$ cat src/rtl/irq_pkg.sv
package irq_pkg;
   localparam int NSRC = 5;
   localparam int IDXW = 3;

   typedef enum logic [IDXW-1:0] {
      SRC_EX0 = 3'd0,
      SRC_TM0 = 3'd1,
      SRC_EX1 = 3'd2,
      SRC_TM1 = 3'd3,
      SRC_SER = 3'd4
   } src_e;

   typedef enum logic [1:0] {
      SEL_PRIO = 2'd0,
      SEL_EN   = 2'd1,
      SEL_CTRL = 2'd2
   } sel_e;

   function automatic int vec_of(int base, int step, int idx);
      return base + idx * step;
   endfunction
endpackage

$ cat src/rtl/irq_pin_sync.sv
module irq_pin_sync #(
   parameter int STAGES = 2
) (
   input  logic clk,
   input  logic rst_n,
   input  logic pin_n,
   output logic low_now,
   output logic fall
);
   logic [STAGES-1:0] chain;
   logic              last;

   generate
      if (STAGES < 2) begin : g_bad
         $error("irq_pin_sync needs at least two stages");
      end
   endgenerate

   always_ff @(posedge clk) begin
      if (!rst_n) begin
         chain <= '1;
         last  <= 1'b1;
      end else begin
         chain <= {chain[STAGES-2:0], pin_n};
         last  <= chain[STAGES-1];
      end
   end

   assign low_now = ~chain[STAGES-1];
   assign fall    = last & ~chain[STAGES-1];

   AST_FALL_PULSE: assert property (@(posedge clk) disable iff (!rst_n)
      fall |=> !fall);
endmodule

$ cat src/rtl/irq_pick.sv
module irq_pick #(
   parameter int N = 5,
   parameter int W = 3
) (
   input  logic [N-1:0] req,
   output logic [W-1:0] idx,
   output logic         hit
);
   generate
      if (N > (1 << W)) begin : g_bad
         $error("irq_pick index too narrow");
      end
   endgenerate

   always_comb begin
      idx = '0;
      hit = 1'b0;
      for (int i = N - 1; i >= 0; i--) begin
         if (req[i]) begin
            idx = W'(i);
            hit = 1'b1;
         end
      end
   end
endmodule

$ cat src/rtl/irq_arbiter.sv
module irq_arbiter
   import irq_pkg::*;
#(
   parameter int REG_W       = 8,
   parameter int VEC_W       = 16,
   parameter int VEC_BASE    = 3,
   parameter int VEC_STEP    = 8,
   parameter int SYNC_STAGES = 2
) (
   input  logic             clk,
   input  logic             rst_n,
   input  logic             cfg_we,
   input  logic [1:0]       cfg_addr,
   input  logic [REG_W-1:0] cfg_wdata,
   output logic [REG_W-1:0] prio_q,
   output logic [REG_W-1:0] en_q,
   output logic [REG_W-1:0] ctrl_q,
   input  logic [1:0]       ext_n,
   input  logic [1:0]       tmr_ovf,
   input  logic             ser_rx,
   input  logic             ser_tx,
   output logic             vec_req,
   output logic [VEC_W-1:0] vec_addr,
   input  logic             ack,
   input  logic             reti
);
   localparam int VEC_LAST = VEC_BASE + (NSRC - 1) * VEC_STEP;

   generate
      if (REG_W < 8) begin : g_bad_reg
         $error("register width below eight bits");
      end
      if (VEC_LAST >= (1 << VEC_W)) begin : g_bad_vec
         $error("vector width too narrow for the last vector");
      end
   endgenerate

   logic [NSRC-1:0] prio_r, en_src_r;
   logic            en_all_r;
   logic [1:0]      tr_r, it_r, tf_r, ie_r;
   logic [1:0]      tf_n, ie_n, it_n;
   logic [1:0]      ext_low, ext_fall, ext_req;
   logic            wr_prio, wr_en, wr_ctrl, take;
   logic [NSRC-1:0] clr_src, req, pend;
   logic [IDXW-1:0] hi_idx, lo_idx, win_idx, vec_idx;
   logic            hi_hit, lo_hit, win_hit, win_lvl, vec_lvl;
   logic            isr_hi, isr_lo;

   // pin front ends
   generate
      for (genvar g = 0; g < 2; g++) begin : g_pin
         irq_pin_sync #(.STAGES(SYNC_STAGES)) u_sync (
            .clk     (clk),
            .rst_n   (rst_n),
            .pin_n   (ext_n[g]),
            .low_now (ext_low[g]),
            .fall    (ext_fall[g])
         );
      end
   endgenerate

   assign wr_prio = cfg_we && (cfg_addr == SEL_PRIO);
   assign wr_en   = cfg_we && (cfg_addr == SEL_EN);
   assign wr_ctrl = cfg_we && (cfg_addr == SEL_CTRL);
   assign take    = vec_req && ack;

   always_comb begin
      clr_src = '0;
      if (take) clr_src[vec_idx] = 1'b1;
   end

   // flag next state: hardware set beats software write beats acknowledge clear
   always_comb begin
      it_n = wr_ctrl ? {cfg_wdata[2], cfg_wdata[0]} : it_r;
      for (int g = 0; g < 2; g++) begin
         if (tmr_ovf[g])           tf_n[g] = 1'b1;
         else if (wr_ctrl)         tf_n[g] = cfg_wdata[5 + 2 * g];
         else if (clr_src[2*g+1])  tf_n[g] = 1'b0;
         else                      tf_n[g] = tf_r[g];

         if (!it_n[g])             ie_n[g] = 1'b0;
         else if (ext_fall[g])     ie_n[g] = 1'b1;
         else if (wr_ctrl)         ie_n[g] = cfg_wdata[1 + 2 * g];
         else if (clr_src[2*g])    ie_n[g] = 1'b0;
         else                      ie_n[g] = ie_r[g];
      end
   end

   always_ff @(posedge clk) begin
      if (!rst_n) begin
         prio_r   <= '0;
         en_src_r <= '0;
         en_all_r <= 1'b0;
         tr_r     <= '0;
         it_r     <= '0;
         tf_r     <= '0;
         ie_r     <= '0;
      end else begin
         if (wr_prio) prio_r <= cfg_wdata[NSRC-1:0];
         if (wr_en) begin
            en_src_r <= cfg_wdata[NSRC-1:0];
            en_all_r <= cfg_wdata[7];
         end
         if (wr_ctrl) tr_r <= {cfg_wdata[6], cfg_wdata[4]};
         it_r <= it_n;
         tf_r <= tf_n;
         ie_r <= ie_n;
      end
   end

   always_comb begin
      for (int g = 0; g < 2; g++)
         ext_req[g] = it_r[g] ? ie_r[g] : ext_low[g];
   end

   assign req  = {ser_rx | ser_tx, tf_r[1], ext_req[1], tf_r[0], ext_req[0]};
   assign pend = req & en_src_r & {NSRC{en_all_r}};

   irq_pick #(.N(NSRC), .W(IDXW)) u_pick_hi (
      .req (pend & prio_r),
      .idx (hi_idx),
      .hit (hi_hit)
   );

   irq_pick #(.N(NSRC), .W(IDXW)) u_pick_lo (
      .req (pend & ~prio_r),
      .idx (lo_idx),
      .hit (lo_hit)
   );

   // nesting gate: a high handler blocks all, a low handler blocks its own level
   always_comb begin
      win_hit = 1'b0;
      win_idx = hi_idx;
      win_lvl = 1'b1;
      if (!isr_hi) begin
         if (hi_hit) begin
            win_hit = 1'b1;
         end else if (!isr_lo && lo_hit) begin
            win_hit = 1'b1;
            win_idx = lo_idx;
            win_lvl = 1'b0;
         end
      end
   end

   always_ff @(posedge clk) begin
      if (!rst_n) begin
         vec_req <= 1'b0;
         vec_idx <= '0;
         vec_lvl <= 1'b0;
      end else if (!vec_req) begin
         if (win_hit) begin
            vec_req <= 1'b1;
            vec_idx <= win_idx;
            vec_lvl <= win_lvl;
         end
      end else if (ack) begin
         vec_req <= 1'b0;
      end
   end

   always_ff @(posedge clk) begin
      if (!rst_n) begin
         isr_hi <= 1'b0;
         isr_lo <= 1'b0;
      end else begin
         if (take && vec_lvl)        isr_hi <= 1'b1;
         else if (reti)              isr_hi <= 1'b0;
         if (take && !vec_lvl)       isr_lo <= 1'b1;
         else if (reti && !isr_hi)   isr_lo <= 1'b0;
      end
   end

   assign vec_addr = VEC_W'(vec_of(VEC_BASE, VEC_STEP, int'(vec_idx)));
   assign prio_q   = REG_W'(prio_r);
   assign en_q     = REG_W'({en_all_r, 2'b00, en_src_r});
   assign ctrl_q   = REG_W'({tf_r[1], tr_r[1], tf_r[0], tr_r[0],
                             ext_req[1], it_r[1], ext_req[0], it_r[0]});

   AST_REQ_HOLD: assert property (@(posedge clk) disable iff (!rst_n)
      vec_req && !ack |=> vec_req && $stable(vec_addr));
   AST_ACK_DROP: assert property (@(posedge clk) disable iff (!rst_n)
      vec_req && ack |=> !vec_req);
   AST_HI_MASK: assert property (@(posedge clk) disable iff (!rst_n)
      isr_hi && !vec_req |=> !vec_req);
   AST_LO_MASK: assert property (@(posedge clk) disable iff (!rst_n)
      isr_lo && !vec_req |=> !vec_req || vec_lvl);
   AST_TMR_SET: assert property (@(posedge clk) disable iff (!rst_n)
      tmr_ovf[0] |=> tf_r[0]);
   AST_EDGE_SET: assert property (@(posedge clk) disable iff (!rst_n)
      ext_fall[1] && it_n[1] |=> ie_r[1]);
   AST_RETI_TOP: assert property (@(posedge clk) disable iff (!rst_n)
      reti && isr_hi && !take |=> !isr_hi && (isr_lo == $past(isr_lo)));
endmodule

$ cat config.mk
export PLATFORM = sky130hd
export DESIGN_NAME = irq_arbiter
export DESIGN_NICKNAME = d
export VERILOG_FILES = /design/src/rtl/irq_pkg.sv /design/src/rtl/irq_pin_sync.sv /design/src/rtl/irq_pick.sv /design/src/rtl/irq_arbiter.sv
export SDC_FILE = /design/constraint.sdc
export NUM_CORES = 1
export LEC_CHECK = 0
export BUFFER_PORTS_ARGS = -buffer_cell sky130_fd_sc_hd__buf_2
export CAP_MARGIN = 10
export CORE_MARGIN = 2
export CORE_UTILIZATION = 52
export DETAILED_ROUTE_END_ITERATION = 10
export GPL_TIMING_DRIVEN = 0
export PLACE_DENSITY = 0.81
export REMOVE_ABC_BUFFERS = 1
export SETUP_SLACK_MARGIN = 0.3
export SYNTH_ARGS = -nofsm -noshare
export SYNTH_HDL_FRONTEND = slang
export SYNTH_SLANG_ARGS = --single-unit
$ cat constraint.sdc
create_clock -name clk -period 2.6 [get_ports clk]
set_input_delay 0.13 -clock clk [delete_from_list [all_inputs] [get_ports clk]]
set_output_delay 0.13 -clock clk [all_outputs]
set_load 0.03 [all_outputs]
# [Word-level counts from Yosys, hierarchy flattened]
# Cells that the tools add are included.
[op_classes] bitwise=11 order_cmp=2 muxes=54 eq_ne=2 add_sub_neg=1 n_reduce_logical=22
[op_table] cell="two-way mux 3 bit" count=13
[op_table] cell="two-way mux 1 bit" count=38
[op_table] cell="AND 5 bit" count=4
[op_table] cell="nonzero test 3 bit" count=4
[op_table] cell="logical AND 1 bit" count=9
[op_table] cell="adder 2 x 6 -> 7 bit (first input constant)" count=1
[op_table] cell="AND reduction 2 bit" count=3
[op_table] cell="NOT 5 bit" count=1
[op_table] cell="less-than comparator 3 x 4 -> 1 bit (second input constant)" count=1
[op_table] cell="two-way mux 4 bit" count=1
[op_table] cell="nonzero test 2 bit" count=2
[op_table] cell="demux 1 bit (select 3 bit)" count=1
[op_table] cell=">= comparator 3 x 1 -> 1 bit (second input constant)" count=1
[op_table] cell="logical NOT 1 bit" count=3
[op_table] cell="NOT 1 bit" count=3
[op_table] cell="AND 1 bit" count=2
[op_table] cell="== test 2 x 1 -> 1 bit (second input constant)" count=1
[op_table] cell="== test 2 bit (second input constant)" count=1
[op_table] cell="logical NOT 2 bit" count=1
[op_table] cell="two-way mux 2 bit" count=1
[op_table] cell="bitwise OR 1 bit" count=1
[totals] out_inout_bits=41 wordCells=110 in_bits=21 regBits=32

# [Depth between registers and ports, before layout]
# Gate-level depths: netlist (run 1).
[logic_depth] depth_word=16 mapped_depth=7 mapped_depth_nobuf=6

# [Modules after synthesis]
# From an unflattened synthesis (run 1), not the netlist that was laid out.
[hier_totals] cells_unflattened=184 hier_area_um2=1592.8
[by_module_without_submodules] mod="irq_arbiter" cells_per_inst=152 area_each_um2=1317.5 instances=1 seq_area_each_um2=520.5
[by_module_without_submodules] mod="irq_pin_sync" cells_per_inst=8 area_each_um2=88.8 instances=2 seq_area_each_um2=60.1
[by_module_without_submodules] mod="irq_pick" cells_per_inst=8 area_each_um2=48.8 instances=2 seq_area_each_um2=0.0

# [Worst setup path before layout (run 1)]
# No wires, ideal clock.
[synth_timing] path_type="flip-flop to flip-flop" start="register it_r[1]" end="register vec_idx[2]" arrival_time_ns=1.935 n_path_buf=0 t_required_ns=2.485 path_stages_with_launch=7 setup_slack_ns=0.550 setup_time_ns=0.115 synth_period_minus_slack_ns=2.050 cell_sequence="dfxtp_1 > nor2b_2 > nor4_2 > o41ai_2 > a311oi_4 > nor4b_2 > o21a_1"
[synth_between] elab_chain_len=12 elab_cells_between_ends=25 cone_classes="mux: 19; bitwise: 4; reduce/logical: 2"
[synth_lines] element="start: declaration" line="irq_arbiter.sv:40" rtl="logic [1:0] tr_r, it_r, tf_r, ie_r;"
[synth_lines] element="start signal: assignment" line="irq_arbiter.sv:105" rtl="it_r <= it_n;"
[synth_lines] element="two-way mux 1 bit (*)" line="irq_arbiter.sv:113" rtl="ext_req[g] = it_r[g] ? ie_r[g] : ext_low[g];"
[synth_lines] element="AND 5 bit (*) (2 in series)" line="irq_arbiter.sv:117" rtl="assign pend = req & en_src_r & {NSRC{en_all_r}};"
[synth_lines] element="AND 5 bit" line="irq_arbiter.sv:126" rtl=".req (pend & ~prio_r),"
[synth_lines] element="two-way mux 1 bit (3 in series)" line="irq_pick.sv:19" rtl="if (req[i]) begin"
[synth_lines] element="logical AND 1 bit" line="irq_arbiter.sv:139" rtl="end else if (!isr_lo && lo_hit) begin"
[synth_lines] element="two-way mux 1 bit" line="irq_arbiter.sv:139"
[synth_lines] element="two-way mux 1 bit" line="irq_arbiter.sv:137" rtl="if (hi_hit) begin"
[synth_lines] element="two-way mux 1 bit" line="irq_arbiter.sv:136" rtl="if (!isr_hi) begin"
[synth_lines] element="AND reduction 2 bit (no source line)"
[synth_lines] element="end signal: assignment" line="irq_arbiter.sv:155" rtl="vec_idx <= win_idx;"
[synth_lines] element="end: declaration" line="irq_arbiter.sv:45" rtl="logic [IDXW-1:0] hi_idx, lo_idx, win_idx, vec_idx;"
# Mark *: on every way between the ends. The rest lies on a longest branch, timed or not.
# A chain may end at the register's enable or synchronous reset.

# [Worst setup path after layout (run 1)]
[layout_timing] start="register en_all_r" end="register vec_idx[2]"
[layout_between] elab_chain_len=12 elab_cells_between_ends=31 cone_classes="mux: 26; bitwise: 3; reduce/logical: 2"
[layout_lines] element="start: declaration" line="irq_arbiter.sv:39" rtl="logic en_all_r;"
[layout_lines] element="start signal: assignment" line="irq_arbiter.sv:102" rtl="en_all_r <= cfg_wdata[7];"
[layout_lines] element="AND 5 bit (*)" line="irq_arbiter.sv:117"
[layout_lines] element="AND 5 bit" line="irq_arbiter.sv:126"
[layout_lines] element="two-way mux 1 bit (5 in series)" line="irq_pick.sv:19"
[layout_lines] element="logical AND 1 bit" line="irq_arbiter.sv:139"
[layout_lines] element="two-way mux 1 bit" line="irq_arbiter.sv:139"
[layout_lines] element="two-way mux 1 bit" line="irq_arbiter.sv:137"
[layout_lines] element="two-way mux 1 bit" line="irq_arbiter.sv:136"
[layout_lines] element="AND reduction 2 bit (no source line)"
# Marks and branches as above.

==> results.yml, run 1 <==
clock_network:
  clk_latency_ns: 0.35
  clk_pin_slew_ns: 0.11
  cts.htree.levels: 2
  cts_tree: "built"
  root_buffer: "clkbuf_4"
  clockBufferDepth: 2
  cts_resized: 0
  cts_buffers: 5
  cts_num_sinks: 32
  cts_hold_buf: 2
  post_cts_buffers: 0
synth:
  yosysSeqAreaShare_pct: 38.6
  yosys.area.top_type: "dfxtp_1"
  ys_seq_elements: 32
  synth_cell_type_count: 40
  syn_avg_cell_area_sq_um: 8.96
  yosysMostFrequentCell: "dfxtp_1"
  synth_area_leaders: "dfxtp_1, buf_4, mux2i_1"
  syn_inst: 185
  synth_top_area_share_pct: 38.6
  yosys-top-cells-count: "dfxtp_1, nand2_1, buf_4, nor2b_1"
  ys.flop_type: "dfxtp_1"
  ys_async_sr_fraction_pct: 0
  synth_edf_count: 0
  yosysWarnings: 0
  netlist_area_sq_mm: 0.00166
critical_path:
  path_class: "reg2reg"
  startpoint_type: "register"
  startpoint: "en_all_r"
  timing.rr.end: "vec_idx[2]"
  cp-end-kind: "register"
  cp.arrival_ns: 2.40
  worstPathRequired_ns: 2.90
  reg2reg_depth: 6
  cp-endpoint: "vec_idx[2]"
  rr_startpoint: "en_all_r"
  critPathMaxFanout: 9
  reg2reg_slack_ns: 0.50
floorplanning:
  fp-row-count: 20
  ioPinCount: 62
  dieHeight_microns: 60.5
  fp.dieArea_sq_mm: 0.00366
  fp.dieW_microns: 60.5
  start_util_pct: 54.3
  core-area_sq_mm: 0.00305
outcome:
  status: "completed"
detailed_routing:
  dr.pass1.iters: 4
  drc_errors: 0
  wl_per_cell_microns: 13.0
  vias: 1375
  wirelength_mm: 3.59
  ant_nets: 0
  vias_per_cell: 4.98
  drtIter0Drc: 86
sta:
  finClkSkew_ns: 0.00317
  setup_viol: 0
  max_slew.worst_pin.slew_ns: 0.665
  hold_viol_final: 0
  max-slew-margin-rel_pct: 55.2
  setup-tns-final_ns: 0
  drv_slew: 0
  fin_ws_ns: 0.503
  fmax_mhz: 477
  min_period_over_period_pct: 80.6
  holdWs_ns: 0.0179
  rsz0062_at_grt: "false"
  layout_min_cycle_time_ns: 2.10
worst_hold_path:
  hp-class: "in2reg"
global_route:
  grt_overflow: 0
  antenna_found_initial: 0
  grt_max_degree: 32
  grt_pass1_vias: 1222
  grt_usage_pct: 21.3
  grt_pass1_wl_mm: 5.64
cells_and_area:
  drive_above_1_share_pct: 27.2
  final_area_sq_mm: 0.00194
  syn2layout_area_growth_pct: 16.8
  fin_nets: 252
  diodes: 0
power:
  total_power_uw: 1050
  peakVddDrop_mv: 0.455
  p_per_area_mw_per_mm2: 541
  power_leakage_uw: 0.000863
place:
  dp_worst_setup_slack_ns: 0.505
  hpwl_mm: 2.59
  gp_congestion: 0.790
  port_buffers: 43
  dpl_cell_area_sq_mm: 0.00183
job:
  drv_cap: 0
[per-stage QoR]
stage          utilization (%)  std cells
5_1_grt                   63.4        276
6_report                  63.4        276
4_1_cts                   63.2        275
3_5_place_dp              60.0        265
2_1_floorplan                -        178
3_3_place_gp              60.0        265
[critical path, stage by stage (launching register included)]
cell and delay, ns:
dfxtp_1 0.52, nand2_1 0.18, nor4b_4 0.29, nor4_1 0.16, a311oi_4 0.43, nor4b_2 0.30, o21a_1 0.16
[cell type report]
cell class	instances	area [sq um]
clock buffer	5	37.5
clock inverter	3	42.5
fill	283	1120
inverter	7	26.3
multi-input combinational	139	893
sequential	32	641
tap	44	55.1
timing repair buffer	46	240
[how the worst min path moves through the flow]
stage                               end  cells past startpoint         start
3_5_place_dp   g_pin[1].u_sync.chain[0]                      2      ext_n[1]
2_1_floorplan      g_pin[1].u_sync.last                      1         rst_n
3_3_place_gp   g_pin[0].u_sync.chain[0]                      2      ext_n[0]
5_1_grt                         tr_r[1]                      3  cfg_wdata[6]
6_report                        tr_r[1]                      3  cfg_wdata[6]
4_1_cts                         tr_r[1]                      3  cfg_wdata[6]
[sequential cells by signal (all words and copies together), names as in the netlist]
name	count
vec_req	1
ie_r	2
g_pin.u_sync.last	2
isr_hi	1
vec_idx	3
isr_lo	1
en_all_r	1
g_pin.u_sync.chain	4
tf_r	2
vec_lvl	1
tr_r	2
en_src_r	5
it_r	2
prio_r	5
[power by group]
group	switching, uW	internal, uW	total (uW)
logic	100	45.4	145
clock network	186	200	386
registers	11.8	505	516
[kinds of logic after synthesis]
logic type | after synthesis | share of synthesized area (%)
AOI/OAI and AO/OA | 36 | 16.2
and+or+nand+nor | 75 | 27.6
other | 2 | 0.453
buffers and inverters | 30 | 11.1
muxes | 10 | 6.04
DFF | 32 | 38.6
[placed cells by master (no fill, tap or decap), types with 2 or more instances in the layout]
cell | Yosys | routed
o211ai_1 | 3 | 3
nand2b_1 | 4 | 4
dlygate4sd3_1 | 0 | 2
dfxtp_1 | 32 | 32
a21oi_1 | 8 | 8
nor4b_2 | 2 | 2
nor2_1 | 10 | 10
o21a_1 | 3 | 3
nand4_1 | 2 | 2
nor3_1 | 2 | 2
nor4_2 | 2 | 2
o21ai_0 | 6 | 6
mux2i_1 | 10 | 10
clkbuf_4 | 0 | 5
conb_1 | 2 | 18
a21boi_0 | 7 | 7
inv_1 | 7 | 7
nand2_1 | 21 | 21
and2b_4 | 2 | 2
o21bai_1 | 2 | 2
nor2b_1 | 16 | 16
a221oi_1 | 2 | 2
or4_1 | 2 | 2
buf_2 | 0 | 43
[routing by layer]
metal  GRT usage, %  share of wire [%]
met4           6.52                1.0
met2           34.8                 48
met3           6.40                5.2
met1           27.2                 46
met5              0                  0
(Power assumes the default switching activity.)
==> inputs of run 2 (changes only) <==
Settings changed: CORE_UTILIZATION 52 to 49, PLACE_DENSITY 0.81 to 0.77.
Clock period 2.6 ns to 2.07 ns, I/O delays scaled along.
==> run 2 against run 1 <==
Effect of this change: cell count up 4.3%; largest cell class unchanged; largest power group unchanged; clock-buffer cell count rose by 2; clock skew increased by 0.0058 ns; first-iteration DRC count down 36%.
==> results.yml, run 2 (synthesis results as in run 1) <==
detailed_routing:
  dr.pass1.iters: 4
  wirelength_mm: 3.78
  drtIter0Drc: 55
  vias: 1443
  wl_per_cell_microns: 13.1
  drc_errors: 0
  vias_per_cell: 5.01
  ant_nets: 0
power:
  p_switching_uw: 353
  p_int_uw: 893
  p_clk_share_pct: 32.0
  pwr-share-comb_pct: 15.9
  pwr-share-seq_pct: 52.0
  peakVddDrop_mv: 0.401
  p_per_area_mw_per_mm2: 587
  p_sw_share_pct: 28.3
  power_leakage_uw: 0.000940
global_route:
  grt_pass1_wl_mm: 6.19
  grt_pass1_vias: 1335
  antenna_found_initial: 0
  grt_overflow: 0
  grt_usage_pct: 20.1
  grt_max_degree: 32
critical_path:
  path_cells: "and2b_4 > buf_6 > nor4b_4 > nor4_4 > a311oi_4 > buf_6 > nor2b_1 > o21a_1"
  cp-end-kind: "register"
  crit_top_cell: "buf_6"
  crit_path_max_incr_delay_ns: 0.35
  critPathMaxFanout: 5
  path_depth: 8
  startpoint_type: "register"
  cp.arrival_ns: 2.13
  cp_top_family: "simple AND/OR/NAND/NOR gates"
  worstPathRequired_ns: 2.31
  slowest_stage: "dfxtp_2"
  reg2reg_depth: 8
  cp_num_buf_inv: 2
  path_class: "reg2reg"
sta:
  max_slew.worst_pin.slew_ns: 0.566
  setup-tns-final_ns: 0
  fmax_mhz: 528
  drv_slew: 0
  rsz0062_at_grt: "true"
  finClkSkew_ns: 0.00900
  layout_min_cycle_time_ns: 1.89
  setup_viol: 0
  holdWs_ns: 0.0153
  max-slew-margin-rel_pct: 62.2
  min_period_over_period_pct: 91.4
  hold_viol_final: 0
clock_network:
  cts_num_sinks: 32
  clockBufferDepth: 2
  cts_buffers: 5
  clk_latency_ns: 0.33
  cts_tree: "built"
  clk_pin_slew_ns: 0.10
  cts.htree.levels: 2
  root_buffer: "clkbuf_4"
place:
  hpwl_mm: 2.56
  gp_congestion: 0.820
  port_buffers: 43
floorplanning:
  ioPinCount: 62
  start_util_pct: 50.5
  fp.dieW_microns: 62.2
  dieHeight_microns: 62.2
  fp-row-count: 21
  core-area_sq_mm: 0.00328
  fp.dieArea_sq_mm: 0.00386
outcome:
  status: "completed"
cells_and_area:
  final_cell_mix: "buf_2, dfxtp_1, nand2_1"
  drive_above_1_share_pct: 33.9
  top_regs: "en_src_r (5), prio_r (5), g_pin.u_sync.chain (4)"
  syn2layout_area_growth_pct: 28.1
  fin_nets: 263
  diodes: 0
  final_common_cell: "buf_2"
job:
  drv_cap: 0
worst_hold_path:
  hp-class: "in2reg"
  hold_depth: 3
[run 2: cell count changes in the layout (fill, tap and decap cells not counted), sizes merged]
cell / before / now
buf: 43 / 55
bufinv: 1 / 0
clkbuf: 6 / 7
clkinv: 1 / 0
clkinvlp: 1 / 0
[run 2: final timing paths]
kind              slack, ns                      from                       end
hold reg to reg        0.41  g_pin[1].u_sync.chain[0]  g_pin[1].u_sync.chain[1]
hold / removal         0.02              cfg_wdata[6]                   tr_r[1]
setup / recovery       0.18                   it_r[0]                vec_idx[2]
setup reg to reg       0.18                   it_r[0]                vec_idx[2]
[run 2: routing by layer]
layer	track usage, %	vias up	wire (microns)
met1	24.8	679	1680
met5	0	-	0
met3	7.43	8	186
li1	-	715	-
met2	33.2	41	1860
met4	5.28	0	51
[run 2: metrics by stage]
stage | cell area, sq um | setup slack (ns) | utilization [%] | instances | power (uW)
floorplan | 1560 | 0.0200 | - | 178 | 784
global placement | 1830 | 0.0117 | 55.8 | 267 | 838
detailed placement | 1830 | 0.00169 | 55.8 | 267 | 841
CTS | 2050 | 0.190 | 62.6 | 284 | 1250
global route | 2120 | 0.115 | 64.6 | 288 | 1310
finish | 2120 | 0.177 | 64.6 | 288 | 1250
[run 2: power groups by stage]
| stage | Combinational [uW] | Sequential (uW) | Clock, uW |
|---|---|---|---|
| 6_report | 199 | 648 | 399 |
| 5_1_grt | 213 | 651 | 442 |
| 4_1_cts | 194 | 647 | 404 |
| 3_5_place_dp | 179 | 662 | 0 |
| 3_3_place_gp | 177 | 662 | 0 |
| 2_1_floorplan | 98.6 | 685 | 0 |
[run 2: repair_timing]
| item | CTS | global route |
|---|---|---|
| endpoints found under the hold margin | 2 | 0 |
| resized for setup | 11 | 10 |
| buffers inserted | 8 | 3 |
| pin swaps | 8 | 6 |
| endpoints found under the setup margin | 4 | 4 |
| hold buffers | 2 | 0 |
[run 2: area by class of cell]
type,count,area [sq um]
fillers,274,1160
multi-input cells,139,971
flip-flops and latches,32,648
repair buffers,57,355
clock buffers,7,65.1
well taps,46,57.6
inverters,7,26.3
[run 2: worst register-to-register path, stage by stage, from the launching register on]
cell and delay, ns:
dfxtp_2 0.35, and2b_4 0.21, buf_6 0.12, nor4b_4 0.35, nor4_4 0.08, a311oi_4 0.34
buf_6 0.16, nor2b_1 0.04, o21a_1 0.15
==> inputs of run 3 (changes only) <==
Settings changed: CORE_UTILIZATION 49 to 48, PLACE_DENSITY 0.77 to 0.76, SYNTH_HIERARCHICAL set to 1.
==> run 3 against run 2 <==
Effect of this change: the flow now finishes with violations (setup timing); cell count is 2.8% lower; utilization increased by 0.27 points; clock power decreased by 25%; combinational power decreased by 8%; area after synthesis decreased by 3.9%; critical path type unchanged; largest power group unchanged.
==> results.yml, run 3 <==
global_route:
  busiest_layer: "met2"
  grt_pass1_vias: 1262
  grt_usage_pct: 20.0
  grt_max_degree: 26
  gr-usage-met1_pct: 25.5
  grt_use_met3_pct: 4.83
  grt_pass1_wl_mm: 5.54
  grt_overflow: 0
  met2_usage_pct: 32.9
  antenna_found_initial: 0
sta:
  max_slew.worst_pin.slew_ns: 0.778
  layout_min_cycle_time_ns: 2.12
  holdWs_ns: 0.0196
  min_period_over_period_pct: 102
  fin_ws_ns: -0.0486
  rsz0062_at_grt: "true"
  max-slew-margin-rel_pct: 48.1
  setup-tns-final_ns: -0.105
  drv_slew: 0
  finClkSkew_ns: 0.00846
  hold_viol_final: 0
  fmax_mhz: 472
  setup_viol: 4
detailed_routing:
  ant_nets: 0
  drtIter0Drc: 54
  vias: 1405
  dr.pass1.iters: 4
  vias_per_cell: 5.02
  wirelength_mm: 3.63
  wl_per_cell_microns: 13.0
  drc_errors: 0
synth:
  ys_seq_elements: 32
  synth_cell_type_count: 31
  yosys-top-cells-count: "dfxtp_1, nor2_1, buf_4, inv_1"
  syn_inst: 184
  yosysMostFrequentCell: "dfxtp_1"
  syn_avg_cell_area_sq_um: 8.66
  ys.flop_type: "dfxtp_1"
  yosysSeqAreaShare_pct: 40.2
  yosysWarnings: 6
  yosys.area.top_type: "dfxtp_1"
  ys_async_sr_fraction_pct: 0
  netlist_area_sq_mm: 0.00159
  synth_area_leaders: "dfxtp_1, buf_4, mux2i_1"
  synth_edf_count: 0
  synth_top_area_share_pct: 40.2
outcome:
  status: "finished, violations left"
  violations: "setup timing"
place:
  port_buffers: 43
  hpwl_mm: 2.55
  gp_congestion: 0.808
critical_path:
  reg2reg_depth: 8
  critPathMaxFanout: 3
  path_class: "reg2reg"
  startpoint_type: "register"
  worstPathRequired_ns: 2.24
  cp-end-kind: "register"
  cp.arrival_ns: 2.29
clock_network:
  clk_latency_ns: 0.32
  root_buffer: "clkbuf_4"
  clockBufferDepth: 2
  cts.htree.levels: 2
  cts_tree: "built"
  cts_buffers: 5
  cts_num_sinks: 32
  clk_pin_slew_ns: 0.08
worst_hold_path:
  hold_depth: 3
  hp-class: "in2reg"
job:
  drv_cap: 0
cells_and_area:
  fillers: 280
  syn2layout_area_growth_pct: 26.5
  finish.utilization_pct: 64.9
  fin_nets: 259
  diodes: 0
  final_common_cell: "buf_2"
  final_cell_mix: "buf_2, dfxtp_1, nor2_1"
  top_regs: "en_src_r (5), prio_r (5), g_pin.u_sync/chain (4)"
  drive_above_1_share_pct: 33.9
floorplanning:
  dieHeight_microns: 61.6
  fp-row-count: 20
  fp.dieArea_sq_mm: 0.00380
  ioPinCount: 62
  fp.dieW_microns: 61.6
  start_util_pct: 51.3
  core-area_sq_mm: 0.00310
power:
  power_leakage_uw: 0.000914
  p_per_area_mw_per_mm2: 562
  total_power_uw: 1130
  peakVddDrop_mv: 0.393
## run 3: changes by cell type after synthesis, moves of 7 or more
| cell | previous run | this run |
|---|---|---|
| nor2_1 | 10 | 26 |
| a21boi_0 | 7 | 0 |
| nand2_1 | 21 | 7 |
| nor2b_1 | 16 | 2 |
| nand2b_1 | 4 | 12 |
| inv_1 | 7 | 16 |
## run 3: kinds of logic after synthesis
family	count (synthesis)	share of synthesized area, %
and+or+nand+nor	67	23.6
other	2	0.472
AOI/OAI and AO/OA	30	12.7
muxes	15	9.58
DFF	32	40.2
buffers and inverters	38	13.4
## run 3: path summary, 6_finish.rpt
check | end | slack [ns] | from
worst min-delay path | tr_r[1] | 0.02 | cfg_wdata[6]
worst max register to register | vec_idx[0] | -0.05 | it_r[0]
worst max-delay path | vec_idx[0] | -0.05 | it_r[0]
worst min register to register | g_pin[1].u_sync/chain[1] | 0.41 | g_pin[1].u_sync/chain[0]
## run 3: critical path, stage by stage, from the launching register on
cell and delay [ns]:
dfxtp_2 0.34, mux2_4 0.32, nand3_4 0.10, nor2_4 0.05
nor4_4 0.22, nand2b_1 0.11, or4b_4 0.51, a221oi_4 0.24
a221oi_2 0.08
## run 3: metal layers
metal | vias to the layer above | part of all wire [%]
met5 | - | 0
met4 | 0 | 0.80
met3 | 5 | 7.0
met2 | 59 | 47
met1 | 648 | 45
li1 | 693 | -
## run 3: repair_timing
item	4_1_cts	5_1_grt
gates resized for setup	11	17
hold buffers	2	0
setup buffers	6	2
pin swaps	6	5
endpoints found under the setup margin	5	5
endpoints found under the hold margin	2	0
## run 3: cell type report
class | count | area, sq um | share of cell area, %
repair buffers | 53 | 295 | 14.7
multi-input cells | 130 | 916 | 45.5
well taps | 44 | 55.1 | 2.73
clock buffers | 5 | 37.5 | 1.86
flip-flops and latches | 32 | 647 | 32.1
inverters | 16 | 63.8 | 3.17
## run 3: where the power goes
group | internal [uW] | switching (uW)
Sequential | 635 | 15.8
Clock | 113 | 185
Combinational | 56.4 | 127
## run 3: stage by stage
step	instance area, sq um	worst slack [ns]	std cells
floorplan	1500	-0.463	178
global placement	1770	-0.296	265
detailed placement	1770	-0.313	265
CTS	1910	-0.136	278
global route	2010	-0.175	280
finish	2010	-0.0486	280
